[config.mk]
export PLATFORM = sky130hd
export DESIGN_NAME = bsu_top
export DESIGN_NICKNAME = d
export VERILOG_FILES = /design/src/rtl/bsu_pkg.sv /design/src/rtl/bsu_decode.sv /design/src/rtl/bsu_shift.sv /design/src/rtl/bsu_bitop.sv /design/src/rtl/bsu_flags.sv /design/src/rtl/bsu_top.sv
export SDC_FILE = /design/constraint.sdc
export NUM_CORES = 1
export LEC_CHECK = 0
export ABC_AREA = 1
export BUFFER_PORTS_ARGS = -buffer_cell sky130_fd_sc_hd__buf_2
export CAP_MARGIN = 20
export CORE_MARGIN = 4
export CORE_UTILIZATION = 50
export DETAILED_ROUTE_END_ITERATION = 12
export GPL_ROUTABILITY_DRIVEN = 0
export PLACE_DENSITY = 0.9
export SYNTH_ARGS = -nofsm -noshare
export SYNTH_HDL_FRONTEND = slang
export SYNTH_SLANG_ARGS = --single-unit
[constraint.sdc]
create_clock -name vclk -period 4.63
set_input_delay 0.463 -clock vclk [all_inputs]
set_output_delay 0.463 -clock vclk [all_outputs]
set_load 0.01 [all_outputs]
[src/rtl/bsu_pkg.sv]
package bsu_pkg;
  typedef enum logic [2:0] {
    CLS_SHIFT = 3'd0,
    CLS_TEST  = 3'd1,
    CLS_RES   = 3'd2,
    CLS_SET   = 3'd3,
    CLS_ACC   = 3'd4,
    CLS_NONE  = 3'd5
  } bsu_cls_e;

  typedef enum logic [2:0] {
    SH_RLC = 3'd0, SH_RRC = 3'd1, SH_RL  = 3'd2, SH_RR  = 3'd3,
    SH_SLA = 3'd4, SH_SRA = 3'd5, SH_SLL = 3'd6, SH_SRL = 3'd7
  } bsu_kind_e;

  localparam int FL_S = 7;
  localparam int FL_Z = 6;
  localparam int FL_H = 4;
  localparam int FL_P = 2;
  localparam int FL_N = 1;
  localparam int FL_C = 0;
  localparam int OPC_W = 8;
  localparam int FLD_W = 3;
endpackage

[src/rtl/bsu_decode.sv]
module bsu_decode
  import bsu_pkg::*;
(
  input  logic [OPC_W-1:0] opcode_i,
  input  logic             acc_form_i,
  output bsu_cls_e         cls_o,
  output bsu_kind_e        kind_o,
  output logic [FLD_W-1:0] bit_idx_o,
  output logic [FLD_W-1:0] reg_sel_o
);
  logic acc_valid;

  assign acc_valid = (opcode_i[7:5] == 3'b000) && (opcode_i[2:0] == 3'b111);
  assign bit_idx_o = opcode_i[5:3];
  assign reg_sel_o = opcode_i[2:0];

  always_comb begin
    kind_o = bsu_kind_e'(opcode_i[5:3]);
    if (acc_form_i) begin
      kind_o = bsu_kind_e'({1'b0, opcode_i[4:3]});
      cls_o  = acc_valid ? CLS_ACC : CLS_NONE;
    end else begin
      unique case (opcode_i[7:6])
        2'b00:   cls_o = CLS_SHIFT;
        2'b01:   cls_o = CLS_TEST;
        2'b10:   cls_o = CLS_RES;
        default: cls_o = CLS_SET;
      endcase
    end
  end
endmodule

[src/rtl/bsu_shift.sv]
module bsu_shift
  import bsu_pkg::*;
#(
  parameter int W = 8
) (
  input  logic [W-1:0] operand_i,
  input  logic         carry_i,
  input  bsu_kind_e    kind_i,
  output logic [W-1:0] result_o,
  output logic         out_bit_o
);
  localparam int MSB = W - 1;

  function automatic logic [W:0] shift_left(input logic [W-1:0] a, input logic fill);
    return {a[MSB], a[MSB-1:0], fill};
  endfunction

  function automatic logic [W:0] shift_right(input logic [W-1:0] a, input logic fill);
    return {a[0], fill, a[MSB:1]};
  endfunction

  logic [W:0] packed_res;

  always_comb begin
    unique case (kind_i)
      SH_RLC:  packed_res = shift_left(operand_i, operand_i[MSB]);
      SH_RRC:  packed_res = shift_right(operand_i, operand_i[0]);
      SH_RL:   packed_res = shift_left(operand_i, carry_i);
      SH_RR:   packed_res = shift_right(operand_i, carry_i);
      SH_SLA:  packed_res = shift_left(operand_i, 1'b0);
      SH_SRA:  packed_res = shift_right(operand_i, operand_i[MSB]);
      SH_SLL:  packed_res = shift_left(operand_i, 1'b1);
      default: packed_res = shift_right(operand_i, 1'b0);
    endcase
  end

  assign out_bit_o = packed_res[W];
  assign result_o  = packed_res[W-1:0];
endmodule

[src/rtl/bsu_bitop.sv]
module bsu_bitop
  import bsu_pkg::*;
#(
  parameter int W = 8
) (
  input  logic [W-1:0]     operand_i,
  input  logic [FLD_W-1:0] bit_idx_i,
  input  logic             set_i,
  output logic [W-1:0]     result_o,
  output logic             sel_bit_o
);
  logic [W-1:0] onehot;

  for (genvar g = 0; g < W; g++) begin : g_mask
    assign onehot[g] = (bit_idx_i == FLD_W'(g));
  end

  assign sel_bit_o = |(operand_i & onehot);
  assign result_o  = set_i ? (operand_i | onehot) : (operand_i & ~onehot);
endmodule

[src/rtl/bsu_flags.sv]
module bsu_flags
  import bsu_pkg::*;
#(
  parameter int W = 8
) (
  input  bsu_cls_e     cls_i,
  input  logic [7:0]   flags_i,
  input  logic [W-1:0] shift_res_i,
  input  logic         out_bit_i,
  input  logic         sel_bit_i,
  output logic [7:0]   flags_o
);
  function automatic logic even_parity(input logic [W-1:0] v);
    return ~(^v);
  endfunction

  always_comb begin
    flags_o = flags_i;
    unique case (cls_i)
      CLS_SHIFT: begin
        flags_o[FL_S] = shift_res_i[W-1];
        flags_o[FL_Z] = (shift_res_i == '0);
        flags_o[FL_H] = 1'b0;
        flags_o[FL_P] = even_parity(shift_res_i);
        flags_o[FL_N] = 1'b0;
        flags_o[FL_C] = out_bit_i;
      end
      CLS_ACC: begin
        flags_o[FL_H] = 1'b0;
        flags_o[FL_N] = 1'b0;
        flags_o[FL_C] = out_bit_i;
      end
      CLS_TEST: begin
        flags_o[FL_Z] = ~sel_bit_i;
        flags_o[FL_H] = 1'b1;
        flags_o[FL_N] = 1'b0;
      end
      default: flags_o = flags_i;
    endcase
  end
endmodule

[src/rtl/bsu_top.sv]
module bsu_top
  import bsu_pkg::*;
#(
  parameter int W = 8
) (
  input  logic [W-1:0]     operand_i,
  input  logic             carry_i,
  input  logic [7:0]       flags_i,
  input  logic [OPC_W-1:0] opcode_i,
  input  logic             acc_form_i,
  output logic [W-1:0]     result_o,
  output logic             wr_en_o,
  output logic [7:0]       flags_o,
  output logic [FLD_W-1:0] bit_idx_o,
  output logic [FLD_W-1:0] reg_sel_o
);
  bsu_cls_e     cls;
  bsu_kind_e    kind;
  logic [W-1:0] shift_res;
  logic [W-1:0] bitop_res;
  logic         shift_out_bit;
  logic         sel_bit;

  bsu_decode u_dec (
    .opcode_i   (opcode_i),
    .acc_form_i (acc_form_i),
    .cls_o      (cls),
    .kind_o     (kind),
    .bit_idx_o  (bit_idx_o),
    .reg_sel_o  (reg_sel_o)
  );

  bsu_shift #(.W(W)) u_shift (
    .operand_i (operand_i),
    .carry_i   (carry_i),
    .kind_i    (kind),
    .result_o  (shift_res),
    .out_bit_o (shift_out_bit)
  );

  bsu_bitop #(.W(W)) u_bitop (
    .operand_i (operand_i),
    .bit_idx_i (bit_idx_o),
    .set_i     (cls == CLS_SET),
    .result_o  (bitop_res),
    .sel_bit_o (sel_bit)
  );

  bsu_flags #(.W(W)) u_flags (
    .cls_i       (cls),
    .flags_i     (flags_i),
    .shift_res_i (shift_res),
    .out_bit_i   (shift_out_bit),
    .sel_bit_i   (sel_bit),
    .flags_o     (flags_o)
  );

  always_comb begin
    unique case (cls)
      CLS_SHIFT, CLS_ACC: result_o = shift_res;
      CLS_RES, CLS_SET:   result_o = bitop_res;
      default:            result_o = operand_i;
    endcase
  end

  assign wr_en_o = (cls != CLS_TEST) && (cls != CLS_NONE);
endmodule

==> summary.md, run 1 <==
| Metric | Value |
|---|---|
| Overflow after GRT | 0 |
| Drt pass-1 iters | 4 |
| Hold path start | flags_i[3] |
| Post-DR wirelength/cell | 11.48 um |
| Synthesized area | 900.9 sq um |
| Cts repair resizes | 0 |
| Final net count | 231 |
| Worst hold stages | 0 |
| Commonest non-fill, non-tap cell in the layout | buf_2 |
| Die H | 50.45 um |
| Gr usage total | 0.2103 |
| Comb power frac | 1.000 |
| Most frequent cells in the layout | 45 x buf_2, 43 x nand2_1, 28 x nand3_1 |
| Final setup viols | 0 |
| Crit end category | output port |
| IO Port Bufs | 45 |
| Max-cap check violation count | 0 |
| DRT iter0 DRCs | 56 |
| Residual DRC | 0 |
| Slew margin rel. | 0.7598 |
| Synth Warn # | 0 |
| Synthesized instance count | 168 |
| Drt total wl | 2572 um |
| Area of the core | 0.001708 sq mm |
| CP Launch Type | input port |
| Minimum clock period | 2708 ps |
| Vias | 1192 |
| Hold/Removal Path Class | in2out |
| # fillers | 184 |
| Max FO, Critical Path | 25 |
| Fmax | 0.3693 GHz |
| Diode count | 0 |
| Seq pwr share | 0 |
| Avg Synthesized Cell Area | 5.362 sq um |
| Sequential Area | 0 sq um |
| I/O pin total | 49 |
| Crit share post-route | 0.5849 |
| Area of the multi-input gates | 698.2 sq um |
| Die width | 50.45 um |
| Net switching power | 66.53 uW |
| Hold buffers post-CTS | 0 |
| Share of cells above drive strength 1 | 0.2915 |
| Die area | 0.002545 sq mm |
| RSZ-0062 raised after global routing | no |
| Total design power | 109.8 uW |
| Initial antenna violation count | 0 |
| Status | finished clean |
| Number of global-route vias before repair | 1052 |
| PwrDens | 105.2 mW/mm^2 |
| Worst Tran Pin Value | 360.3 ps |
| CP Launch Point | opcode_i[3] |
| Yosys top cell area share | 0.1792 |
| Critical Setup Path Class | in2out |
| Slew Viols, Final | 0 |
| Pleak | 0.5963 nW |
| Proportion of power drawn by the clock network | 0 |
| Number of sequential cells | 0 |
| Row cnt | 15 |
| Initial core utilization | 0.5275 |
| Largest net degree at the start of global routing | 26 |
| Sequential element share of the synthesized area | 0 |
| Int Power | 43.27 uW |
| Sw Ratio | 0.6059 |
| Vias/cell | 5.321 |
| Syn nets | 198 |
| Setup TNS | 0 ps |
| Final hold violation count | 0 |
| Largest cells by area after synthesis | nand2_1 18%, nand3_1 16%, buf_4 8.3% |
| Clock buffers | 0 |
| First-pass GRT wire length | 4457 um |
| VDD IR max | 0.00006073 V |
| Arr. time, crit path | 2250 ps |
| Area growth syn-to-layout | 15.83% |
| DRT antenna net count | 0 |
| Post-CTS Setup Inserts | 0 |
| Yosys top cell by area | nand2_1 |
| Worst hold endpoint | flags_o[3] |
| Post-synthesis cell type count | 27 |
| Critical Path RT | 4170 ps |
| HPWL after DPL | 2113 um |
[how the worst max path moves through the flow]
stage | to | slack (ps)
after floorplan | flags_o[2] | 2330
after global placement | flags_o[2] | 2020
after detailed placement | flags_o[2] | 1970
after CTS | flags_o[2] | 1960
after global routing | flags_o[2] | 1660
final | flags_o[2] | 1920
[layout make-up]
type,instances,area share
multi-input combinational,131,0.6691
tap,25,0.02998
inverter,23,0.08513
timing repair buffer,45,0.2158
[cells in the mapped netlist (all sizes together)]
master / number
xor2: 1
nand4: 6
buf: 14
inv: 23
and3: 1
xnor2: 1
nand3: 28
nand2: 47
nor3: 5
ha: 4
o21a: 1
o21ai: 15
a21oi: 6
a31o: 1
o21bai: 1
o211ai: 2
or2: 2
nor2: 10
[per-stage QoR]
stage,instance area (sq um),hold slack [ps],util,cells,worst slack [ps]
floorplan,900.9,1018,-,168,2328
global placement,1044,926.1,0.6110,224,2019
detailed placement,1044,926.1,0.6110,224,1975
CTS,1044,926.1,0.6110,224,1957
global route,1044,926.1,0.6110,224,1658
finish,1044,926.1,0.6110,224,1922
[metal layers]
layer,track usage,share of wire,up-vias
li1,-,-,614
met2,0.3609,0.47,72
met4,0.03587,0,0
met1,0.2855,0.40,506
met3,0.02077,0.12,0
met5,0,0,-
[critical path: stages]
cell     delay, ps
buf_2          310
inv_1          160
nor2_2         150
nand3_1        120
nand4_1        140
inv_1           60
ha_1           290
xor2_1         180
nand2_1         60
nand2_1         40
o21ai_0        130
buf_2          150
[kinds of logic (layout without fill, tap and decap cells)]
| logic type | after synthesis | in the layout | synth area share |
|---|---|---|---|
| adder cells (fa/ha/maj) | 4 | 4 | 0.05556 |
| buffers and inverters | 37 | 68 | 0.2250 |
| XOR/XNOR | 2 | 2 | 0.01945 |
| AND/OR/NAND/NOR | 99 | 99 | 0.5153 |
| AO/OA/AOI/OAI | 26 | 26 | 0.1847 |
[power groups by stage]
stage,clock [mW],sequential [mW],combinational (mW)
after floorplan,0,0,0.0779
after global placement,0,0,0.108
after detailed placement,0,0,0.110
after CTS,0,0,0.110
after global routing,0,0,0.125
final,0,0,0.110
Power figures use the tool's default switching activity.
==> run 2, diff against run 1 <==
CORE_UTILIZATION = 43   (was 50)
PLACE_DENSITY = 0.83   (was 0.9)
clock period = 2.2 ns   (was 4.63 ns; I/O delays follow)
==> run 2 against run 1 <==
Compared with the run above: combinational power is 130% higher; routed wire length is 6.1% higher; first-iteration DRC count is 7.1% lower; total power is 130% higher; via count is 4.9% higher; critical endpoint unchanged; critical path depth stayed put; global-route usage is 1.4 points lower; cell count is 3.1% higher; sequential cell count stayed put.
==> summary.md, run 2 (synthesis gave the netlist of run 1 again) <==
| Metric | Value |
|---|---|
| Status | finished clean (unchanged) |
| Slew margin rel. | 0.7775 (was 0.7598) |
| Min Hold Slack | 440.0 ps (was 926.1 ps) |
| DRT antenna net count | 0 (unchanged) |
| Die H | 53.77 um (was 50.45 um) |
| Vias/cell | 5.416 (was 5.321) |
| Final setup viols | 0 (unchanged) |
| Slew Viols, Final | 0 (unchanged) |
| Minimum clock period | 2030 ps |
| Worst Tran Pin Value | 332.5 ps (was 360.3 ps) |
| Met2 usage in global routing | 0.3347 (was 0.3609) |
| First-pass GRT wire length | 4436 um (was 4457 um) |
| VDD IR max | 0.0001320 V (was 0.00006073 V) |
| Fmax | 0.4926 GHz |
| Residual DRC | 0 (unchanged) |
| Final Instance Area | 0.001096 sq mm (was 0.001044 sq mm) |
| Met1 Usage GRT | 0.2738 (was 0.2855) |
| Drt pass-1 iters | 4 (unchanged) |
| Gr usage total | 0.1966 (was 0.2103) |
| Arr. time, crit path | 1810 ps (was 2250 ps) |
| Max FO, Critical Path | 9 (was 25) |
| Hold/Removal Path Class | in2out (unchanged) |
| Commonest non-fill, non-tap cell in the layout | buf_2 (unchanged) |
| Crit share post-route | 0.9227 |
| Max-cap check violation count | 0 (unchanged) |
| Area growth syn-to-layout | 21.67% (was 15.83%) |
| Post-DR wirelength/cell | 11.81 um (was 11.48 um) |
| Crit end category | output port (unchanged) |
| Final net count | 236 (was 231) |
| Die width | 53.77 um (was 50.45 um) |
| Vias | 1251 (was 1192) |
| Drt total wl | 2728 um (was 2572 um) |
| Sequential Area | 0 sq um (unchanged) |
| Largest net degree at the start of global routing | 18 (was 26) |
| Total design power | 248.9 uW (was 109.8 uW) |
| Initial core utilization | 0.4545 (was 0.5275) |
| Final hold violation count | 0 (unchanged) |
| Share of cells above drive strength 1 | 0.3235 (was 0.2915) |
| PwrDens | 227.1 mW/mm^2 (was 105.2 mW/mm^2) |
| Number of sequential cells | 0 (unchanged) |
| Diode count | 0 (unchanged) |
| Met3 GRT Util | 0.008310 (was 0.02077) |
| Hold buffers post-CTS | 0 (unchanged) |
| Cell Area, Placed | 0.001084 sq mm (was 0.001044 sq mm) |
| RSZ-0062 raised after global routing | no (unchanged) |
| Setup TNS | 0 ps (unchanged) |
| CP Launch Type | input port (unchanged) |
| DRT iter0 DRCs | 52 (was 56) |
| IO Port Bufs | 45 (unchanged) |
| Pleak | 0.6264 nW (was 0.5963 nW) |
| Die area | 0.002891 sq mm (was 0.002545 sq mm) |
| Row cnt | 16 (was 15) |
| Hold path start | flags_i[3] (unchanged) |
| Worst hold endpoint | flags_o[3] (unchanged) |
| Number of global-route vias before repair | 1034 (was 1052) |
| Clock buffers | 0 (unchanged) |
| Initial antenna violation count | 0 (unchanged) |
| CP Launch Point | opcode_i[4] (was opcode_i[3]) |
| I/O pin total | 49 (unchanged) |
| Area of the core | 0.001982 sq mm (was 0.001708 sq mm) |
| Critical Setup Path Class | in2out (unchanged) |
| Worst hold stages | 0 (unchanged) |
| HPWL after DPL | 2193 um (was 2113 um) |
| Critical Path RT | 1980 ps (was 4170 ps) |
| Busiest grt layer | met2 (unchanged) |
| Most frequent cells in the layout | 44 x buf_2, 43 x nand2_1, 28 x nand3_1 (was 45 x buf_2, 43 x nand2_1, 28 x nand3_1) |
| Overflow after GRT | 0 (unchanged) |
## run 2: cell count changes in the layout (fill, tap and decap cells not counted)
cell	delta
buf_4	+6
buf_2	-1
inv_1	-1
inv_2	+1
nor2_1	-1
nor2_2	+1
o21ai_0	-1
o21ai_1	+1
xnor2_1	-1
xnor2_2	+1
## run 2: stage by stage
step | instances | setup WS, ps | util
after floorplan | 168 | 383.9 | -
after global placement | 231 | 149.8 | 0.5467
after detailed placement | 231 | 87.38 | 0.5467
after CTS | 231 | 67.75 | 0.5467
after global routing | 231 | 14.54 | 0.5530
final | 231 | 170.1 | 0.5530
## run 2: critical path, stage by stage
cell and delay, ps:
buf_2 180, nand2_1 100, inv_1 130, nand3_1 100
nand4_1 160, inv_1 60, ha_1 280, xor2_1 180
nand2_1 60, nand2_1 40, o21ai_0 150, buf_2 150
## run 2: layer usage
metal  wire, um  vias to the layer above
met2       1244                       75
met3        286                        4
met5          0                        -
li1           -                      622
met1       1152                      550
met4         44                        0
## run 2: worst max path at each step
stage / end / slack (ps) / cells after the start
detailed placement: flags_o[2] / 90 / 12
finish: flags_o[2] / 170 / 12
global placement: flags_o[2] / 150 / 12
floorplan: flags_o[2] / 380 / 10
CTS: flags_o[2] / 70 / 12
global route: flags_o[2] / 10 / 12
## run 2: report_power, final
| group | switching, mW | internal (mW) | total [mW] |
|---|---|---|---|
| registers | 0 | 0 | 0 |
| logic | 0.147 | 0.102 | 0.249 |
| clock network | 0 | 0 | 0 |
| total | 0.147 | 0.102 | 0.249 |
## run 2: cell type report
cell class                      count  area (sq um)
Inverter                           23         88.84
Timing Repair Buffer               50         265.3
Fill cell                         228         885.9
Tap cell                           27         33.78
Multi-Input combinational cell    131         708.2
## run 2: repair_timing
action	4_1_cts	5_1_grt
setup buffers	0	0
setup endpoints to repair	0	1
gates resized for setup	0	6
==> run 3, diff against run 2 <==
PLACE_DENSITY = 0.77   (was 0.83)
==> run 3 against run 2 <==
Compared with the run above: total power shrank 5.0%; design area shrank 1.8%; combinational power shrank 5%; setup slack lost 7.9 ps; count of clock-buffer cells in the layout is the same; largest cell class unchanged; largest power group unchanged.
==> summary.md, run 3 (synthesis gave the netlist of run 1 again) <==
| Metric | Value |
|---|---|
| Status | finished clean (unchanged) |
| Critical Setup Path Class | in2out (unchanged) |
| Largest net degree at the start of global routing | 15 (was 18) |
| Sw Ratio | 0.5976 (was 0.5898) |
| CP Cell Sequence | clkbuf_4 > nor2_1 > nand3_1 > nand3_1 > inv_1 > ha_1 > xnor2_1 > nor2_1 > o21ai_0 > buf_2 (was buf_2 > nand2_1 > inv_1 > nand3_1 > nand4_1 > inv_1 > ha_1 > xor2_1 > nand2_1 > nand2_1 > o21ai_0 > buf_2) |
| CP Launch Type | input port (unchanged) |
| Arr. time, crit path | 1820 ps (was 1810 ps) |
| Final net count | 234 (was 236) |
| Crit share post-route | 0.9263 (was 0.9227) |
| Initial core utilization | 0.4545 (unchanged) |
| Post-CTS Setup Inserts | 0 (unchanged) |
| Met1 Usage GRT | 0.2717 (was 0.2738) |
| # fillers | 229 (was 228) |
| CP bufs+invs | 3 (was 4) |
| Int Power | 95.11 uW (was 102.1 uW) |
| Area of the multi-input gates | 703.2 sq um (was 708.2 sq um) |
| First-pass GRT wire length | 4402 um (was 4436 um) |
| Pleak | 0.6117 nW (was 0.6264 nW) |
| CP peak stage delay | 300 ps (was 280 ps) |
| Met2 usage in global routing | 0.3185 (was 0.3347) |
| Die width | 53.77 um (unchanged) |
| Most frequent cells in the layout | 44 x buf_2, 42 x nand2_1, 28 x nand3_1 (was 44 x buf_2, 43 x nand2_1, 28 x nand3_1) |
| Share of cells above drive strength 1 | 0.3119 (was 0.3235) |
| Area of the core | 0.001982 sq mm (unchanged) |
| Diode count | 0 (unchanged) |
| Worst hold stages | 0 (unchanged) |
| Final hold violation count | 0 (unchanged) |
| Hold path start | flags_i[5] (was flags_i[3]) |
| Post-DR wirelength/cell | 11.55 um (was 11.81 um) |
| Final setup viols | 0 (unchanged) |
| CP top delay family | simple AND/OR/NAND/NOR gates (was buffers and inverters) |
| Seq pwr share | 0 (about the same) |
| DRT iter0 DRCs | 39 (was 52) |
| Commonest non-fill, non-tap cell in the layout | buf_2 (unchanged) |
| Slew Viols, Final | 0 (unchanged) |
| Drt pass-1 iters | 4 (unchanged) |
| CP max-delay cell | ha_1 (unchanged) |
| Setup TNS | 0 ps (unchanged) |
| Worst hold endpoint | flags_o[5] (was flags_o[3]) |
| DRT antenna net count | 0 (unchanged) |
| IO Port Bufs | 45 (unchanged) |
| Comb power frac | 1.000 (about the same) |
| Hold/Removal Path Class | in2out (unchanged) |
| Max FO, Critical Path | 14 (was 9) |
| VDD IR max | 0.00009494 V (was 0.0001320 V) |
| Area growth syn-to-layout | 19.44% (was 21.67%) |
| Worst Tran Pin Value | 325.1 ps (was 332.5 ps) |
| Number of global-route vias before repair | 1030 (was 1034) |
| Vias/cell | 5.293 (was 5.416) |
| PwrDens | 219.7 mW/mm^2 (was 227.1 mW/mm^2) |
| Gr usage total | 0.1913 (was 0.1966) |
| Initial antenna violation count | 0 (unchanged) |
| Number of sequential cells | 0 (unchanged) |
| RSZ-0062 raised after global routing | no (unchanged) |
| Min Hold Slack | 440.0 ps (unchanged) |
| HPWL after DPL | 2141 um (was 2193 um) |
| Drt total wl | 2645 um (was 2728 um) |
| Overflow after GRT | 0 (unchanged) |
| I/O pin total | 49 (unchanged) |
| Busiest grt layer | met2 (unchanged) |
| Critical Path RT | 1980 ps (about the same) |
| Met3 GRT Util | 0.01108 (was 0.008310) |
| Fmax | 0.4907 GHz (was 0.4926 GHz) |
| Proportion of power drawn by the clock network | 0 (about the same) |
| Clock buffers | 0 (unchanged) |
| Crit end category | output port (unchanged) |
| Sequential Area | 0 sq um (unchanged) |
| Net switching power | 141.2 uW (was 146.8 uW) |
| Minimum clock period | 2038 ps (was 2030 ps) |
| Die H | 53.77 um (unchanged) |
| Slew margin rel. | 0.7825 (was 0.7775) |
| Total design power | 236.4 uW (was 248.9 uW) |
| Residual DRC | 0 (unchanged) |
| Vias | 1212 (was 1251) |
| Row cnt | 16 (unchanged) |
| Max-cap check violation count | 0 (unchanged) |
| Die area | 0.002891 sq mm (unchanged) |
-- run 3: metrics by stage --
step           cell area [sq um]  setup slack (ps)  cells  utilization
4_1_cts                     1069             166.9    229       0.5391
3_5_place_dp                1069             170.7    229       0.5391
5_1_grt                     1076             19.68    229       0.5429
2_1_floorplan              900.9             383.9    168            -
3_3_place_gp                1069             167.4    229       0.5391
6_report                    1076             162.2    229       0.5429
-- run 3: worst max-delay path by stage --
stage	start	to	cells past startpoint
2_1_floorplan	opcode_i[4]	flags_o[2]	10
3_3_place_gp	acc_form_i	flags_o[2]	12
3_5_place_dp	opcode_i[3]	flags_o[2]	10
4_1_cts	opcode_i[3]	flags_o[2]	12
5_1_grt	opcode_i[3]	flags_o[2]	12
6_report	opcode_i[3]	flags_o[2]	10
-- run 3: area by class of cell --
class,instances,area share
multi-input cells,131,0.6535
repair buffers,48,0.2326
inverters,23,0.08256
well taps,27,0.03140
-- run 3: power by group through the flow --
stage	Sequential [mW]	Combinational [mW]	Clock, mW
finish	0	0.236	0
global route	0	0.267	0
CTS	0	0.235	0
detailed placement	0	0.234	0
global placement	0	0.233	0
floorplan	0	0.164	0
-- run 3: repair_timing --
| item | 4_1_cts | 5_1_grt |
|---|---|---|
| hold buffers | 0 | 0 |
| gates resized for setup | 0 | 3 |
| endpoints found under the setup margin | 0 | 1 |
-- run 3: layer usage --
metal / share of wire / wire length, um
met5: 0 / 0
met2: 0.43 / 1135
met3: 0.13 / 331
met4: 0.010 / 27
met1: 0.44 / 1151
